==> config.mk <==
export PLATFORM = sky130hd
export DESIGN_NAME = spec_split
export DESIGN_NICKNAME = d
export VERILOG_FILES = /design/src/rtl/ss_pkg.sv /design/src/rtl/ss_ram.sv /design/src/rtl/ss_seq.sv /design/src/rtl/ss_math.sv /design/src/rtl/spec_split.sv
export SDC_FILE = /design/constraint.sdc
export NUM_CORES = 1
export LEC_CHECK = 0
export BUFFER_PORTS_ARGS = -buffer_cell sky130_fd_sc_hd__clkbuf_2
export CAP_MARGIN = 25
export CORE_UTILIZATION = 40
export CTS_CLUSTER_SIZE = 30
export DETAILED_ROUTE_END_ITERATION = 12
export HOLD_SLACK_MARGIN = 0.1
export PLACE_DENSITY_LB_ADDON = 0.12
export SYNTH_ARGS = -nofsm -noshare
export SYNTH_HDL_FRONTEND = slang
export SYNTH_SLANG_ARGS = --single-unit
==> constraint.sdc <==
create_clock -name clk -period 10.72 [get_ports clk]
set_input_delay 1.072 -clock clk [delete_from_list [all_inputs] [get_ports clk]]
set_output_delay 1.072 -clock clk [all_outputs]
set_load 0.05 [all_outputs]
==> src/rtl/ss_pkg.sv <==
package ss_pkg;
  localparam int EXP_W = 4;

  typedef enum logic [1:0] {
    BIN_DC  = 2'd0,
    BIN_MID = 2'd1,
    BIN_NYQ = 2'd2
  } bin_kind_t;

  typedef enum logic {
    ST_FILL = 1'b0,
    ST_EMIT = 1'b1
  } seq_state_t;
endpackage

==> src/rtl/ss_ram.sv <==
module ss_ram #(
  parameter int W  = 32,
  parameter int AW = 4
) (
  input  logic          clk,
  input  logic          we,
  input  logic [AW-1:0] wa,
  input  logic [W-1:0]  wd,
  input  logic          re,
  input  logic [AW-1:0] ra,
  output logic [W-1:0]  rq
);
  localparam int DEPTH = 1 << AW;

  logic [W-1:0] mem [DEPTH];

  always_ff @(posedge clk) begin
    if (we) mem[wa] <= wd;
  end

  always_ff @(posedge clk) begin
    if (re) rq <= mem[ra];
  end
endmodule

==> src/rtl/ss_seq.sv <==
module ss_seq import ss_pkg::*; #(
  parameter int LOG2N = 4
) (
  input  logic             clk,
  input  logic             rst,
  input  logic             in_valid,
  output logic             wr_en,
  output logic [LOG2N-1:0] wr_addr,
  output logic             cap_exp,
  output logic             rd_v,
  output logic [LOG2N-1:0] rd_addr0,
  output logic [LOG2N-1:0] rd_addr1,
  output logic             s1_v,
  output bin_kind_t        s1_kind,
  output logic [LOG2N-1:0] s1_idx
);
  localparam int N = 1 << LOG2N;
  localparam logic [LOG2N-1:0] HALF = LOG2N'(N / 2);
  localparam logic [LOG2N-1:0] LAST = LOG2N'(N - 1);

  seq_state_t       state;
  logic [LOG2N-1:0] wcnt;
  logic [LOG2N-1:0] rcnt;
  bin_kind_t        kind;

  always_comb begin
    wr_en    = (state == ST_FILL) && in_valid;
    wr_addr  = wcnt;
    cap_exp  = wr_en && (wcnt == '0);
    rd_v     = (state == ST_EMIT);
    rd_addr0 = rcnt;
    // mirror bin N-i; bin 0 fetches the Nyquist bin for packing
    rd_addr1 = (rcnt == '0) ? HALF : (~rcnt + 1'b1);
    if (rcnt == '0)       kind = BIN_DC;
    else if (rcnt == HALF) kind = BIN_NYQ;
    else                  kind = BIN_MID;
  end

  always_ff @(posedge clk) begin
    if (rst) begin
      state <= ST_FILL;
      wcnt  <= '0;
      rcnt  <= '0;
    end else begin
      case (state)
        ST_FILL: begin
          if (in_valid) begin
            wcnt <= wcnt + 1'b1;
            if (wcnt == LAST) begin
              state <= ST_EMIT;
              rcnt  <= '0;
            end
          end
        end
        default: begin
          if (rcnt == HALF) state <= ST_FILL;
          else              rcnt  <= rcnt + 1'b1;
        end
      endcase
    end
  end

  always_ff @(posedge clk) begin
    if (rst) begin
      s1_v    <= 1'b0;
      s1_kind <= BIN_DC;
      s1_idx  <= '0;
    end else begin
      s1_v    <= rd_v;
      s1_kind <= kind;
      s1_idx  <= rcnt;
    end
  end

  // a new fill always begins from bin 0
  a_r10_fill_from_zero: assert property (@(posedge clk) disable iff (rst)
    $fell(rd_v) |-> (wcnt == '0));

  // the read phase issues exactly N/2+1 addresses, then stops
  a_r8_read_len: assert property (@(posedge clk) disable iff (rst)
    (rd_v && rcnt == HALF) |=> !rd_v);
endmodule

==> src/rtl/ss_math.sv <==
module ss_math import ss_pkg::*; #(
  parameter int DW    = 16,
  parameter int LOG2N = 4
) (
  input  logic                    clk,
  input  logic                    rst,
  input  logic                    s1_v,
  input  bin_kind_t               s1_kind,
  input  logic [LOG2N-1:0]        s1_idx,
  input  logic signed [DW-1:0]    p_re,
  input  logic signed [DW-1:0]    p_im,
  input  logic signed [DW-1:0]    q_re,
  input  logic signed [DW-1:0]    q_im,
  input  logic                    cap_exp,
  input  logic [EXP_W-1:0]        in_exp,
  output logic                    out_valid,
  output logic                    out_start,
  output logic                    out_done,
  output logic [LOG2N-1:0]        out_idx,
  output logic signed [DW-1:0]    a_re,
  output logic signed [DW-1:0]    a_im,
  output logic signed [DW-1:0]    b_re,
  output logic signed [DW-1:0]    b_im,
  output logic [EXP_W-1:0]        out_exp
);
  localparam int N = 1 << LOG2N;
  localparam logic [LOG2N-1:0] HALF = LOG2N'(N / 2);

  function automatic logic signed [DW-1:0] halve(
    input logic signed [DW-1:0] x, input logic signed [DW-1:0] y,
    input logic sub);
    logic [DW:0] t;
    if (sub) t = {x[DW-1], x} - {y[DW-1], y};
    else     t = {x[DW-1], x} + {y[DW-1], y};
    return t[DW:1];
  endfunction

  logic [EXP_W-1:0]     exp_q;
  logic signed [DW-1:0] n_are, n_aim, n_bre, n_bim;

  always_comb begin
    case (s1_kind)
      BIN_DC: begin
        n_are = p_re;  n_aim = q_re;
        n_bre = p_im;  n_bim = q_im;
      end
      BIN_NYQ: begin
        n_are = p_re;  n_aim = '0;
        n_bre = p_im;  n_bim = '0;
      end
      default: begin
        n_are = halve(p_re, q_re, 1'b0);
        n_aim = halve(p_im, q_im, 1'b1);
        n_bre = halve(p_im, q_im, 1'b0);
        n_bim = halve(q_re, p_re, 1'b1);
      end
    endcase
  end

  always_ff @(posedge clk) begin
    if (rst) exp_q <= '0;
    else if (cap_exp) exp_q <= in_exp;
  end

  always_ff @(posedge clk) begin
    if (rst) begin
      out_valid <= 1'b0;
      out_start <= 1'b0;
      out_done  <= 1'b0;
      out_idx   <= '0;
      a_re      <= '0;
      a_im      <= '0;
      b_re      <= '0;
      b_im      <= '0;
      out_exp   <= '0;
    end else begin
      out_valid <= s1_v;
      out_start <= s1_v && (s1_kind == BIN_DC);
      out_done  <= out_valid && (out_idx == HALF);
      if (s1_v) begin
        out_idx <= s1_idx;
        a_re    <= n_are;
        a_im    <= n_aim;
        b_re    <= n_bre;
        b_im    <= n_bim;
        out_exp <= exp_q;
      end
    end
  end

  // start only accompanies the bin at index 0
  a_r9_start_bin0: assert property (@(posedge clk) disable iff (rst)
    out_start |-> (out_valid && out_idx == '0));

  // done follows the Nyquist bin in a cycle with no valid output
  a_r9_done_after_nyq: assert property (@(posedge clk) disable iff (rst)
    (out_valid && out_idx == HALF) |=> (out_done && !out_valid));

  // indices advance by one on consecutive cycles
  a_r8_idx_step: assert property (@(posedge clk) disable iff (rst)
    (out_valid && out_idx != HALF) |=> (out_valid && out_idx == $past(out_idx) + 1'b1));

  // imaginary outputs at Nyquist are zero
  a_r5_nyq_imag_zero: assert property (@(posedge clk) disable iff (rst)
    (out_valid && out_idx == HALF) |-> (a_im == '0 && b_im == '0));

  // exponent holds across a frame
  a_r7_exp_steady: assert property (@(posedge clk) disable iff (rst)
    (out_valid && !out_start && $past(out_valid)) |-> $stable(out_exp));
endmodule

==> src/rtl/spec_split.sv <==
module spec_split import ss_pkg::*; #(
  parameter int DW    = 16,
  parameter int LOG2N = 4
) (
  input  logic                 clk,
  input  logic                 rst,
  input  logic                 in_valid,
  input  logic signed [DW-1:0] in_re,
  input  logic signed [DW-1:0] in_im,
  input  logic [3:0]           in_exp,
  output logic                 out_valid,
  output logic                 out_start,
  output logic                 out_done,
  output logic [LOG2N-1:0]     out_idx,
  output logic signed [DW-1:0] a_re,
  output logic signed [DW-1:0] a_im,
  output logic signed [DW-1:0] b_re,
  output logic signed [DW-1:0] b_im,
  output logic [3:0]           out_exp
);
  localparam int WW = 2 * DW;

  logic             wr_en, cap_exp, rd_v, s1_v;
  logic [LOG2N-1:0] wr_addr, rd_addr0, rd_addr1, s1_idx;
  bin_kind_t        s1_kind;
  logic [LOG2N-1:0] bank_ra [2];
  logic [WW-1:0]    bank_q  [2];

  ss_seq #(.LOG2N(LOG2N)) u_seq (
    .clk(clk), .rst(rst), .in_valid(in_valid),
    .wr_en(wr_en), .wr_addr(wr_addr), .cap_exp(cap_exp),
    .rd_v(rd_v), .rd_addr0(rd_addr0), .rd_addr1(rd_addr1),
    .s1_v(s1_v), .s1_kind(s1_kind), .s1_idx(s1_idx)
  );

  assign bank_ra[0] = rd_addr0;
  assign bank_ra[1] = rd_addr1;

  // two copies of the frame so bin i and its mirror read in one cycle
  for (genvar g = 0; g < 2; g++) begin : g_bank
    ss_ram #(.W(WW), .AW(LOG2N)) u_ram (
      .clk(clk), .we(wr_en), .wa(wr_addr), .wd({in_re, in_im}),
      .re(rd_v), .ra(bank_ra[g]), .rq(bank_q[g])
    );
  end

  ss_math #(.DW(DW), .LOG2N(LOG2N)) u_math (
    .clk(clk), .rst(rst), .s1_v(s1_v), .s1_kind(s1_kind), .s1_idx(s1_idx),
    .p_re(bank_q[0][WW-1:DW]), .p_im(bank_q[0][DW-1:0]),
    .q_re(bank_q[1][WW-1:DW]), .q_im(bank_q[1][DW-1:0]),
    .cap_exp(cap_exp), .in_exp(in_exp),
    .out_valid(out_valid), .out_start(out_start), .out_done(out_done),
    .out_idx(out_idx), .a_re(a_re), .a_im(a_im), .b_re(b_re), .b_im(b_im),
    .out_exp(out_exp)
  );
endmodule

==> results.toml, run 1 <==
[global_route]
grt_pass1_wl_mm = 144
grt_max_degree = 128
use_met2_pct = 39.8
first_global_vias = 20557
antenna_found_initial = 7
grtUsageMet3_pct = 4.00
top_usage_layer = "met2"
met1_usage_pct = 32.8
track_usage_pct = 24.2
grt-ovfl-total = 0

[logic_synthesis]
async_flop_share_pct = 0
synthAdderAreaFrac_pct = 2.79
synth_nets = 2339
synth_top_family_by_area = "multiplexers"
muxShareOfSynthArea_pct = 17.8
synthSimpleGateAreaFrac_pct = 6.95
yosys_register_bits = 671
yosys-top-cells-area = "edfxtp_1 (53%), mux4_2 (16%), dfxtp_1 (5.9%)"
synthXorXnorAreaFrac_pct = 1.40
synth-compound-area-share_pct = 8.75
dominantRegCellSynth = "edfxtp_1"
ys_seq_area_share_pct = 59.1
synth_top_area_share_pct = 53.3
synth.distinct_cells = 86
synth_edf_count = 576
avgSynthCellArea_um2 = 14.6
synth_area_um2 = 32500
synth_cells = 2230
ys.warnings.count = 0
yosysTopAreaCell = "edfxtp_1"

[sta]
fin_crit_sh_pct = 41.7
slew_viol_final = 0
worstMarginPinSlew_ps = 993
slew_headroom_pct = 33.8
fin_setup_tns_ps = 0
period_minus_slack_ps = 4470
clock_skew_ps = 19.8
rsz0062_at_grt = "false"
hold_violations = 0
fmax_mhz = 223
final-setup-viol-count = 0

[run_status]
outcome = "finished clean"

[layout]
final_cell_mix = "edfxtp_1 (576), mux4_2 (229), nand2_1 (177)"
regArea_um2 = 19200
area_growth_pct = 12.6
multi_input_area_um2 = 12400
nets = 2406
nFillCells = 7083
drive_above_1_share_pct = 23.4
final_common_cell = "edfxtp_1"
final_area_um2 = 36500

[route]
avgViaCountPerCell = 6.01
drt_first_iter_violations = 2443
drtAntennaViolNets = 0
via_count = 20539
dr.pass1.iters = 6
postRouteWirelength_mm = 99.0
remaining_drc_errors = 0
routedWlPerCell_um = 28.9

[cts]
htree_levels = 3
tritoncts = "built"
cts_buffers = 74
ctsResizeCount = 0
hold_buffers = 0
clk_path_buf_depth = 3
clkSinkCount = 671
root_buffer = "clkbuf_16"
insertion_delay_ps = 620
cts.clk_slew.worst_paths_ps = 60
cts_setup_buffers = 0

[floorplan]
dieArea_um2 = 82300
start_util_pct = 40.4
io_pins = 114
num_rows = 104
die_y_um = 287
core_area_um2 = 80400
die_w_um = 287

[setup_path]
crit_buf_inv = 3
crit_path_top_delay_cell = "dfxtp_4"
crit_family = "buffers and inverters"
path_class = "reg2reg"
required_ps = 11030
path_cells = "inv_1 > ha_1 > xnor2_4 > buf_4 > buf_4 > mux4_2 > a211oi_1 > a31oi_1"
arrival_ps = 4780
crit_path_start_kind = "flop"
cp_max_fo = 54
critPathMaxStageDelay_ps = 960
cpMostUsedCell = "buf_4"
rr_startpoint = "u_seq.rd_addr0[0]"
endpoint_kind = "flop"
startpoint = "u_seq.rd_addr0[0]"

[placed_design]
dp_hpwl_mm = 59.1
gp_congestion = 0.868
io_buffers = 113
place_area_um2 = 34100

[worst_hold_path]
min_path_type = "reg2reg"
hp-start = "u_math.exp_q[2]"

[flow_run]
maxCapViolations = 0

[power]
irDropWorstVdd_v = 0.000101
power_density_nw_per_um2 = 153
p_leak_uw = 0.0120
per-layer routing:
layer  vias to the layer above  share of wire, %  wire, µm
met3                       153               7.1      7060
li1                       8942                 -         -
met4                        10               2.8      2740
met2                       871                48     47700
met5                         -             0.076        75
met1                     10563                42     41400
final cells by class:
cell class / count / area share (%)
inverter: 67 / 0.692
antenna: 3 / 0.0205
clock buffer: 98 / 5.66
timing repair buffer: 153 / 2.40
multi-input combinational: 1330 / 33.9
clock inverter: 38 / 1.10
tap: 1060 / 3.63
sequential: 671 / 52.6
cells in the mapped netlist, types with 8 or more instances:
| cell type | n |
|---|---|
| edfxtp_1 | 576 |
| mux4_2 | 229 |
| nand2_1 | 178 |
| nor2_1 | 163 |
| a21oi_1 | 120 |
| dfxtp_1 | 95 |
| clkbuf_1 | 69 |
| ha_1 | 66 |
| inv_1 | 63 |
| nand3_1 | 57 |
| mux2i_1 | 55 |
| buf_2 | 54 |
| a211oi_1 | 53 |
| o21ai_0 | 48 |
| xnor2_1 | 37 |
| nor3_1 | 29 |
| o221ai_1 | 28 |
| a31oi_1 | 26 |
| buf_1 | 20 |
| nor2b_1 | 18 |
| o31ai_1 | 15 |
| and3_1 | 14 |
| buf_4 | 14 |
| a311oi_1 | 12 |
| nand2b_1 | 11 |
| xor2_1 | 11 |
| o21bai_1 | 9 |
| a21o_1 | 8 |
| a22oi_1 | 8 |
state kept, by name, summed over array words and instances (netlist names), 2 cells and up:
register          count
u_seq.rd_addr0        4
u_math.b_im          16
u_seq.s1_kind         2
u_math.a_re          16
u_seq.s1_idx          4
u_math.exp_q          4
g_bank.u_ram.rq      64
u_math.out_exp        4
u_math.b_re          16
u_math.out_idx        4
u_seq.wr_addr         4
g_bank.u_ram.mem    512
u_math.a_im          16
worst register-to-register path, delay by kind of cell (launching register included):
family	cells	cell delay (ps)
flops	1	960
xor+xnor	1	240
fa+ha+maj	1	500
compound gates	2	340
buf+inv	3	1530
mux	1	610
through the flow:
stage / total power [µW] / hold slack (ps) / cells / worst slack, ps / util [%]
6_report: 5570 / 461 / 3420 / 6250 / 45.4
5_1_grt: 5730 / 490 / 3417 / 5850 / 45.4
4_1_cts: 5620 / 461 / 3417 / 6170 / 45.4
3_5_place_dp: 3040 / 453 / 3281 / 6140 / 42.3
3_3_place_gp: 3040 / 442 / 3281 / 6240 / 42.3
2_1_floorplan: 2980 / 436 / 2230 / 6310 / -
final timing paths:
kind	to	slack (ps)	depth (start not counted)
max	g_bank[1].u_ram.rq[1]	6250	8
min	u_math.exp_q[2]	460	2
max reg2reg	g_bank[1].u_ram.rq[1]	6250	8
min reg2reg	u_math.exp_q[2]	460	2
power breakdown:
part | leakage, µW | internal, µW | total (µW) | switching (µW)
combinational | 0.00478 | 40.0 | 119 | 79.1
sequential | 0.00597 | 2860 | 2870 | 11.1
clock | 0.00120 | 1530 | 2590 | 1050
total | 0.0120 | 4430 | 5570 | 1140
cell families after synthesis:
group                      Yosys count
AOI/OAI and AO/OA                  414
muxes                              290
DFF                                671
and+or+nand+nor                    506
xor gates and xnor gates            50
buffers and inverters              229
adders and majority gates           70
Power figures use the tool's default switching activity.
==> run 2: changes to the inputs <==
==> constraint.sdc (replaced) <==
create_clock -name clk -period 4.15 [get_ports clk]
set_input_delay 0.415 -clock clk [delete_from_list [all_inputs] [get_ports clk]]
set_output_delay 0.415 -clock clk [all_outputs]
set_load 0.05 [all_outputs]
==> run 2 against run 1 <==
Net effect:
- combinational power grew to 2.6 times the previous value
- clock-buffer cell count shrank 8
- hold slack worse by 250 ps
- critical path type unchanged
- critical endpoint is now g_bank[1].u_ram.rq[27]
- largest power group unchanged
==> results.toml, run 2 (same netlist as run 1, synthesis figures left out) <==
[global_route]
grt-ovfl-total = 0
grt_max_degree = 133
track_usage_pct = 24.2
grt_pass1_wl_mm = 145
first_global_vias = 21228
antenna_found_initial = 7

[floorplan]
dieArea_um2 = 82300
start_util_pct = 40.4
num_rows = 104
io_pins = 114
core_area_um2 = 80400
die_y_um = 287
die_w_um = 287

[setup_path]
startpoint = "u_seq.rd_addr0[1]"
required_ps = 4600
rr_worst_depth = 7
rrSetupSlack_ps = 740
endpoint_kind = "flop"
arrival_ps = 3850
r2r_end = "g_bank[1].u_ram.rq[27]"
cp_max_fo = 42
path_class = "reg2reg"
crit_path_start_kind = "flop"
rr_startpoint = "u_seq.rd_addr0[1]"

[cts]
cts_buffers = 75
htree_levels = 3
tritoncts = "built"
root_buffer = "clkbuf_16"
clkSinkCount = 671
cts_setup_buffers = 0
cts.clk_slew.worst_paths_ps = 60
clk_path_buf_depth = 3
insertion_delay_ps = 620

[power]
power_density_nw_per_um2 = 389
power.share.sequential_pct = 51.8
p_leak_uw = 0.0121
p_sw_share_pct = 20.8
power_switching_uw = 2970
irDropWorstVdd_v = 0.000267
clkPwrFrac_pct = 46.0
intPower_uw = 11300
p_comb_share_pct = 2.2

[placed_design]
io_buffers = 113
gp_congestion = 0.889
dp_hpwl_mm = 62.5

[sta]
worstMarginPinSlew_ps = 1110
hold_violations = 0
final-setup-viol-count = 0
slew_viol_final = 0
fin_setup_tns_ps = 0
slew_headroom_pct = 25.7
fin_crit_sh_pct = 82.1
fmax_mhz = 293
rsz0062_at_grt = "false"
period_minus_slack_ps = 3410
clock_skew_ps = 20.6

[layout]
multi_input_area_um2 = 12400
largest_register = "g_bank.u_ram.mem"
regArea_um2 = 19200
largestRegisters = "g_bank.u_ram.mem x512, g_bank.u_ram.rq x64"
area_growth_pct = 13.2
nets = 2429
final_common_cell = "edfxtp_1"
nFillCells = 7007
final_util_pct = 45.7
largest_reg_flops = 512
drive_above_1_share_pct = 24.1
final_cell_mix = "edfxtp_1 (576), mux4_2 (229), nand2_1 (178)"

[route]
avgViaCountPerCell = 6.08
routedWlPerCell_um = 29.0
drt_first_iter_violations = 2106
drtAntennaViolNets = 0
via_count = 20878
dr.pass1.iters = 5
remaining_drc_errors = 0
postRouteWirelength_mm = 99.5

[worst_hold_path]
hold_depth = 1
hp-start = "in_re[0]"
hold_end = "g_bank[1].u_ram.mem[3][16]"
min_path_type = "in2reg"

[run_status]
outcome = "finished clean"

[flow_run]
maxCapViolations = 0
[run 2: changes by cell type in the layout (fill, tap and decap cells not counted), moves of 3 or more]
cell,previous run,this run
buf_12,1,7
buf_4,39,51
clkbuf_1,14,8
clkinv_4,0,3
dlygate4sd3_1,0,4
nor3_2,3,0
nor3_4,1,4
[run 2: power groups by stage]
stage / Sequential, µW / Clock, µW / Combinational, µW
global placement: 7550 / 0 / 308
finish: 7410 / 6570 / 315
detailed placement: 7550 / 0 / 315
CTS: 7410 / 6700 / 317
floorplan: 7540 / 0 / 144
global route: 7410 / 6960 / 341
[run 2: per-stage QoR]
stage          hold slack, ps  power, µW  cells  cell area (µm²)  setup WS (ps)
3_3_place_gp              445       7860   3299            34300            884
6_report                  213      14300   3435            36700            743
2_1_floorplan             436       7690   2230            32500            340
5_1_grt                   234      14700   3435            36700            647
4_1_cts                   186      14400   3434            36700            765
3_5_place_dp              453       7870   3299            34300            782
[run 2: area by class of cell]
cell class,count,area share (%)
sequential,671,52.3
multi-input combinational,1330,33.8
clock buffer,90,5.49
tap,1060,3.61
timing repair buffer,175,3.07
clock inverter,41,1.08
inverter,67,0.684
antenna,1,0.00681
[run 2: worst max path at each step]
stage | end | slack (ps) | cells after the start
2_1_floorplan | u_seq.rd_addr0[1] | 340 | 7
3_3_place_gp | g_bank[1].u_ram.rq[27] | 880 | 7
3_5_place_dp | g_bank[1].u_ram.rq[27] | 780 | 7
4_1_cts | g_bank[1].u_ram.rq[27] | 770 | 7
5_1_grt | g_bank[1].u_ram.rq[27] | 650 | 7
6_report | g_bank[1].u_ram.rq[27] | 740 | 7
[run 2: critical path: stages, from the launching register on]
cell     delay, ps
dfxtp_4        460
inv_1          120
ha_2           300
or3b_1         700
nand2_4        530
buf_12         330
mux4_2         530
a21oi_1        210
[run 2: what timing repair did]
| action | 4_1_cts | 5_1_grt |
|---|---|---|
| hold buffers | 4 | 0 |
| resized for setup | 0 | 0 |
| endpoints found under the hold margin | 4 | 0 |
[run 2: layer usage]
metal | part of all wire (%) | track usage, %
met5 | 0.056 | 0
met4 | 3.1 | 7.94
met3 | 7.2 | 3.75
met2 | 48 | 39.5
met1 | 42 | 33.2
